$ cat config.mk
export PLATFORM = sky130hd
export DESIGN_NAME = bank_switch_ctrl
export DESIGN_NICKNAME = d
export VERILOG_FILES = /design/src/rtl/bsw_pkg.sv /design/src/rtl/bsw_decode.sv /design/src/rtl/bsw_bank.sv /design/src/rtl/bsw_switch.sv /design/src/rtl/bank_switch_ctrl.sv
export SDC_FILE = /design/constraint.sdc
export NUM_CORES = 1
export LEC_CHECK = 0
export ABC_CLOCK_PERIOD_IN_PS = 3000
export CAP_MARGIN = 10
export CORE_UTILIZATION = 50
export CTS_BUF_LIST = sky130_fd_sc_hd__clkbuf_2
export CTS_CLUSTER_DIAMETER = 150
export DETAILED_ROUTE_END_ITERATION = 7
export PLACE_DENSITY = 0.87
export SLEW_MARGIN = 20
export SYNTH_ARGS = -nofsm -noshare
export SYNTH_HDL_FRONTEND = slang
export SYNTH_SLANG_ARGS = --single-unit
$ cat constraint.sdc
create_clock -name clk -period 3 [get_ports clk]
set_input_delay 0.45 -clock clk [delete_from_list [all_inputs] [get_ports clk]]
set_output_delay 0.45 -clock clk [all_outputs]
set_load 0.02 [all_outputs]
$ cat src/rtl/bsw_pkg.sv
package bsw_pkg;
   typedef enum logic {
      BANK_A = 1'b0,
      BANK_B = 1'b1
   } bank_t;

   localparam int ALIAS_DEV = 15;
endpackage

$ cat src/rtl/bsw_decode.sv
module bsw_decode #(
   parameter int DEV_W     = 4,
   parameter int ADDR_W    = 5,
   parameter int NUM_PORTS = 2,
   parameter int DEV_ID    = 3,
   parameter int ALIAS_ID  = bsw_pkg::ALIAS_DEV
) (
   input  logic                 wr_en,
   input  logic [DEV_W-1:0]     wr_dev,
   input  logic [ADDR_W-1:0]    wr_addr,
   output logic                 hit,
   output bsw_pkg::bank_t       wbank,
   output logic                 fc_sel,
   output logic [NUM_PORTS-1:0] port_sel
);
   localparam int IDX_W = ADDR_W - 1;

   logic [IDX_W-1:0] idx;
   logic             dev_match;

   assign idx       = wr_addr[IDX_W-1:0];
   assign wbank     = bsw_pkg::bank_t'(wr_addr[ADDR_W-1]);
   assign dev_match = (wr_dev == DEV_W'(DEV_ID)) || (wr_dev == DEV_W'(ALIAS_ID));
   assign hit       = wr_en && dev_match;
   assign fc_sel    = hit && (idx == '0);

   generate
      for (genvar p = 0; p < NUM_PORTS; p++) begin : g_sel
         assign port_sel[p] = hit && (idx == IDX_W'(p + 1));
      end
   endgenerate
endmodule

$ cat src/rtl/bsw_bank.sv
module bsw_bank #(
   parameter int DATA_W    = 8,
   parameter int NUM_PORTS = 2,
   parameter int FC_RST    = 16,
   parameter int PORT_RST  = 0
) (
   input  logic                        clk,
   input  logic                        rst_n,
   input  logic                        we,
   input  logic                        fc_sel,
   input  logic [NUM_PORTS-1:0]        port_sel,
   input  logic [DATA_W-1:0]           wdata,
   output logic [DATA_W-1:0]           fc_q,
   output logic [NUM_PORTS*DATA_W-1:0] ports_q
);
   always_ff @(posedge clk) begin
      if (!rst_n) begin
         fc_q <= DATA_W'(FC_RST);
      end else if (we && fc_sel) begin
         fc_q <= wdata;
      end
   end

   generate
      for (genvar p = 0; p < NUM_PORTS; p++) begin : g_port
         always_ff @(posedge clk) begin
            if (!rst_n) begin
               ports_q[p*DATA_W +: DATA_W] <= DATA_W'(PORT_RST);
            end else if (we && port_sel[p]) begin
               ports_q[p*DATA_W +: DATA_W] <= wdata;
            end
         end
      end
   endgenerate


   bank_store_chk: assert property (@(posedge clk) disable iff (!rst_n)
      (we && fc_sel) |=> (fc_q == $past(wdata)));
endmodule

$ cat src/rtl/bsw_switch.sv
module bsw_switch (
   input  logic           clk,
   input  logic           rst_n,
   input  logic           trig,
   input  logic           frame_edge,
   input  logic           ssp,
   input  logic           multi_span,
   output bsw_pkg::bank_t active,
   output logic           pending
);
   logic apply;

   assign apply = pending && frame_edge && (ssp || !multi_span);

   always_ff @(posedge clk) begin
      if (!rst_n) begin
         active  <= bsw_pkg::BANK_A;
         pending <= 1'b0;
      end else if (apply) begin
         active  <= bsw_pkg::bank_t'(~active);
         pending <= 1'b0;
      end else if (trig) begin
         pending <= 1'b1;
      end
   end


   flip_on_edge_chk: assert property (@(posedge clk) disable iff (!rst_n)
      (active != $past(active)) |-> ($past(pending) && $past(frame_edge)));


   flip_on_ssp_chk: assert property (@(posedge clk) disable iff (!rst_n)
      ((active != $past(active)) && $past(multi_span)) |-> $past(ssp));


   arm_chk: assert property (@(posedge clk) disable iff (!rst_n)
      (trig && !pending) |=> (pending && $stable(active)));


   ssp_alone_chk: assert property (@(posedge clk) disable iff (!rst_n)
      (pending && ssp && !frame_edge) |=> (pending && $stable(active)));


   clear_chk: assert property (@(posedge clk) disable iff (!rst_n)
      $fell(pending) |-> (active != $past(active)));
endmodule

$ cat src/rtl/bank_switch_ctrl.sv
module bank_switch_ctrl #(
   parameter int NUM_PORTS = 2,
   parameter int DATA_W    = 8,
   parameter int ADDR_W    = 5,
   parameter int DEV_W     = 4,
   parameter int DEV_ID    = 3,
   parameter int FC_RST    = 16,
   parameter int PORT_RST  = 0,
   parameter int MULTI_BIT = 2
) (
   input  logic                        clk,
   input  logic                        rst_n,
   input  logic                        wr_en,
   input  logic [DEV_W-1:0]            wr_dev,
   input  logic [ADDR_W-1:0]           wr_addr,
   input  logic [DATA_W-1:0]           wr_data,
   input  logic                        frame_edge,
   input  logic                        ssp,
   output logic                        active_bank,
   output logic                        switch_pending,
   output logic [DATA_W-1:0]           frame_ctl_o,
   output logic [NUM_PORTS*DATA_W-1:0] port_cfg_o
);
   localparam int PCFG_W = NUM_PORTS * DATA_W;
   localparam int IDX_W  = ADDR_W - 1;

   generate
      if (NUM_PORTS < 1 || NUM_PORTS + 1 > (1 << IDX_W)) begin : g_bad_ports
         $error("NUM_PORTS does not fit the register index field");
      end
      if (MULTI_BIT >= DATA_W) begin : g_bad_bit
         $error("MULTI_BIT outside the port word");
      end
      if (DEV_W < 4) begin : g_bad_dev
         $error("device address too narrow for the alias");
      end
   endgenerate

   logic                 hit;
   bsw_pkg::bank_t       wbank;
   bsw_pkg::bank_t       act;
   logic                 fc_sel;
   logic [NUM_PORTS-1:0] port_sel;
   logic [1:0]           bank_we;
   logic [DATA_W-1:0]    fc_q    [2];
   logic [PCFG_W-1:0]    ports_q [2];
   logic [NUM_PORTS-1:0] multi;
   logic                 trig;

   bsw_decode #(
      .DEV_W(DEV_W), .ADDR_W(ADDR_W), .NUM_PORTS(NUM_PORTS),
      .DEV_ID(DEV_ID), .ALIAS_ID(bsw_pkg::ALIAS_DEV)
   ) u_dec (
      .wr_en(wr_en), .wr_dev(wr_dev), .wr_addr(wr_addr),
      .hit(hit), .wbank(wbank), .fc_sel(fc_sel), .port_sel(port_sel)
   );

   generate
      for (genvar b = 0; b < 2; b++) begin : g_bank
         assign bank_we[b] = hit && (wbank == bsw_pkg::bank_t'(b));
         bsw_bank #(
            .DATA_W(DATA_W), .NUM_PORTS(NUM_PORTS),
            .FC_RST(FC_RST), .PORT_RST(PORT_RST)
         ) u_bank (
            .clk(clk), .rst_n(rst_n), .we(bank_we[b]),
            .fc_sel(fc_sel), .port_sel(port_sel), .wdata(wr_data),
            .fc_q(fc_q[b]), .ports_q(ports_q[b])
         );
      end
      for (genvar p = 0; p < NUM_PORTS; p++) begin : g_multi
         assign multi[p] = port_cfg_o[p*DATA_W + MULTI_BIT];
      end
   endgenerate

   assign trig = fc_sel && (wbank != act);

   bsw_switch u_sw (
      .clk(clk), .rst_n(rst_n), .trig(trig), .frame_edge(frame_edge),
      .ssp(ssp), .multi_span(|multi), .active(act), .pending(switch_pending)
   );

   assign active_bank = act;
   assign frame_ctl_o = (act == bsw_pkg::BANK_B) ? fc_q[1] : fc_q[0];
   assign port_cfg_o  = (act == bsw_pkg::BANK_B) ? ports_q[1] : ports_q[0];


   idle_bank_iso_chk: assert property (@(posedge clk) disable iff (!rst_n)
      (hit && (wbank != act) && !switch_pending)
      |=> ($stable(frame_ctl_o) && $stable(port_cfg_o)));


   own_fc_no_arm_chk: assert property (@(posedge clk) disable iff (!rst_n)
      (fc_sel && (wbank == act) && !switch_pending) |=> !switch_pending);


   foreign_dev_chk: assert property (@(posedge clk) disable iff (!rst_n)
      (!hit && !switch_pending) |=> ($stable(frame_ctl_o) && $stable(port_cfg_o)));
endmodule

==> results.yml <==
status:
  status: "finished clean"
detailed_routing:
  vias_per_cell: 5.49
  dr.pass1.iters: 4
  wl_per_cell_um: 14.6
  drtAntennaViolNets: 0
  vias: 1846
  drt_iter0_markers: 91
  route.detailed.drc: 0
  wl_um: 4900
die:
  ios: 48
  die_h_um: 68.8
  rows: 23
  initial_utilization_pct: 53.8
  fp.dieArea_mm2: 0.00473
  die_w_um: 68.8
  core_area_mm2: 0.00414
setup_path:
  path_cells: "buf_4, mux2_2, clkdlybuf4s50_1"
  cp_top_family: "buffers and inverters"
  r2r_cells: 4
  cp-endpoint: "port_cfg_o[6]"
  worst-path-buf-inv: 2
  cp.depth: 3
  setup.worst_path.start: "u_sw.active"
  cp_slowest_cell: "clkdlybuf4s50_1"
  critical_path_class: "flop to output pin"
  cp-end-kind: "output pin"
  cp.arrival_ns: 2.02
  cp_data_required_time_ns: 2.55
  r2r-start: "u_sw.active"
  max_stage_delay_ns: 0.54
  r2r_end: "u_sw.pending"
  timing.reg2reg.setup_slack_ns: 1.69
  worst-path-max-fanout: 15
  critPathLaunchType: "flop"
global_route:
  grt_pass1_vias: 1668
  antenna_found_initial: 0
  gr-max-usage-layer: "met2"
  grt_pass1_wl_um: 7620
  grt_max_degree: 59
  met1_usage_pct: 27.6
  met2_usage_pct: 37.4
  grt_overflow_total: 0
  use_met3_pct: 4.77
  grt.total_usage_pct: 22.2
final_layout:
  design_area_mm2: 0.00278
  n_antenna_cell: 0
  syn2layout_area_growth_pct: 24.5
  finalNetCount: 308
  layout-drive-gt1-share_pct: 15.7
sta:
  setup_tns_ns: 0
  period_share_pct: 82.4
  rsz0062_at_grt: "false"
  setup_slack_ns: 0.529
  fin_hold_ws_ns: 0.444
  slew_headroom_pct: 62.7
  finClkSkew_ns: 0.0198
  final_max_slew_viol_count: 0
  worst_slew_pin_slew_ns: 0.557
  max_freq_ghz: 0.405
  hold_viol: 0
  finalSetupViolations: 0
  min_period_ns: 2.47
cts:
  cts_setup_buffers: 0
  cts_hold_buf: 0
  cts_root_buf: "clkbuf_2"
  cts-buffers-inserted: 5
  clk_pin_slew_worst_paths_ns: 0.25
  clk_latency_ns: 0.44
  h-tree-depth: 2
  cts_tree: "built"
  cts_resized: 0
  cts_sinks: 50
  clockBufferDepth: 2
synthesis:
  synth.cell_area_mm2: 0.00223
  synth_cells: 248
  syn-mean-instance-area_um2: 9.00
  synth_cell_types: 27
  ys_ff_latch: 50
  seq_area_frac_synth_pct: 44.9
  ys_warn_count: 0
  synth_nets: 270
placement:
  dp_slack_ns: 0.783
  place.gp.congestion: 0.748
  io_buffers: 47
  post-dp-hpwl_um: 3460
  placed_cell_area_mm2: 0.00271
power:
  leakage_uw: 0.000981
  power_density_mw_per_mm2: 393
  peakVddDrop_mv: 0.291
  fin_total_pwr_uw: 1090
hold_path:
  min_path_type: "input port to flop"
job:
  cap_violations: 0
## cell type report
type	count	area, µm²
clock buffer	5	25.0
multi-input combinational	179	1150
timing repair buffer	50	500
sequential	50	1000
fill	364	1370
clock inverter	2	38.8
tap	50	62.6
## layer usage
metal / share of wire (%) / wire, µm / vias up
met3: 3.7 / 179 / 6
met4: 1.1 / 53 / 0
met5: 0 / 0 / -
met2: 48 / 2360 / 38
li1: - / - / 934
met1: 47 / 2310 / 868
## synth_stat cells
cell type  number  area share (%)
nand2_1        53             8.9
buf_1           2            0.34
clkbuf_1        9             1.5
buf_2           7             1.6
and4_1          1            0.39
or2_2           1            0.28
nand3_1        32             7.2
dfxtp_1        50              45
nor3_4          1            0.73
nand4_2         1            0.56
and4b_1         1            0.45
and3_2          3             1.0
nor2_1          1            0.17
o21ba_2         1            0.45
mux2i_1        18             8.1
clkbuf_2        1            0.22
nor4b_1         2            0.79
xnor2_1         1            0.39
mux2_2         24              12
o21ai_0        31             7.0
nor4_2          1            0.56
xnor2_2         1            0.73
nor2_2          1            0.28
nor3_1          1            0.22
o21bai_1        1            0.34
a31oi_1         2            0.56
a21o_1          1            0.34
## cell usage in the layout, fill, tap and decap left out, drive strengths merged, types with 2 or more instances in the layout
cell type      instances
nor4b                  2
xnor2                  2
dfxtp                 50
o21ai                 31
mux2                  24
a31oi                  2
buf                    4
mux2i                 18
nand3                 32
nor3                   2
clkdlybuf4s50         46
nor2                   2
clkbuf                 5
and3                   3
nand2                 53
## sequential cells by signal, indices dropped and copies added (netlist names)
signal,flops
g_bank.u_bank.fc_q,16
g_bank.u_bank.ports_q,32
u_sw.active,1
u_sw.pending,1
## stage by stage
| step | util, % | std cells |
|---|---|---|
| floorplan | - | 248 |
| global placement | 65.5 | 329 |
| detailed placement | 65.5 | 329 |
| CTS | 67.0 | 336 |
| global route | 67.0 | 336 |
| finish | 67.0 | 336 |
## worst register-to-register path: cells and delay by family (launching register included)
kind	cells	cell delay [ns]
DFF	1	0.41
and+or+nand+nor	1	0.37
buffers and inverters	1	0.23
AOI/OAI and AO/OA	1	0.17
xor gates and xnor gates	1	0.10
## where the power goes
group | total [µW] | switching (µW) | internal, µW
Clock | 346 | 208 | 138
Combinational | 77.0 | 41.8 | 35.3
Sequential | 668 | 0.476 | 667
## cell families after synthesis
logic type / after synthesis / share of synthesized area [%]
and+or+nand+nor: 99 / 21.5
DFF: 50 / 44.9
muxes: 42 / 20.2
AOI/OAI and AO/OA: 36 / 8.64
buffers and inverters: 19 / 3.65
xor gates and xnor gates: 2 / 1.12
## how the worst min path moves through the flow
stage          cells past startpoint                         from  slack, ns                      endpoint
5_1_grt                            3                        rst_n       0.47  g_bank[1].u_bank.ports_q[10]
4_1_cts                            3                        rst_n       0.43                   u_sw.active
6_report                           3                        rst_n       0.44  g_bank[1].u_bank.ports_q[10]
3_5_place_dp                       2  g_bank[1].u_bank.ports_q[3]       0.45   g_bank[1].u_bank.ports_q[3]
3_3_place_gp                       2  g_bank[1].u_bank.ports_q[0]       0.44   g_bank[1].u_bank.ports_q[0]
2_1_floorplan                      2  g_bank[1].u_bank.ports_q[0]       0.43   g_bank[1].u_bank.ports_q[0]
No activity file was read; power rests on OpenSTA's default activity.
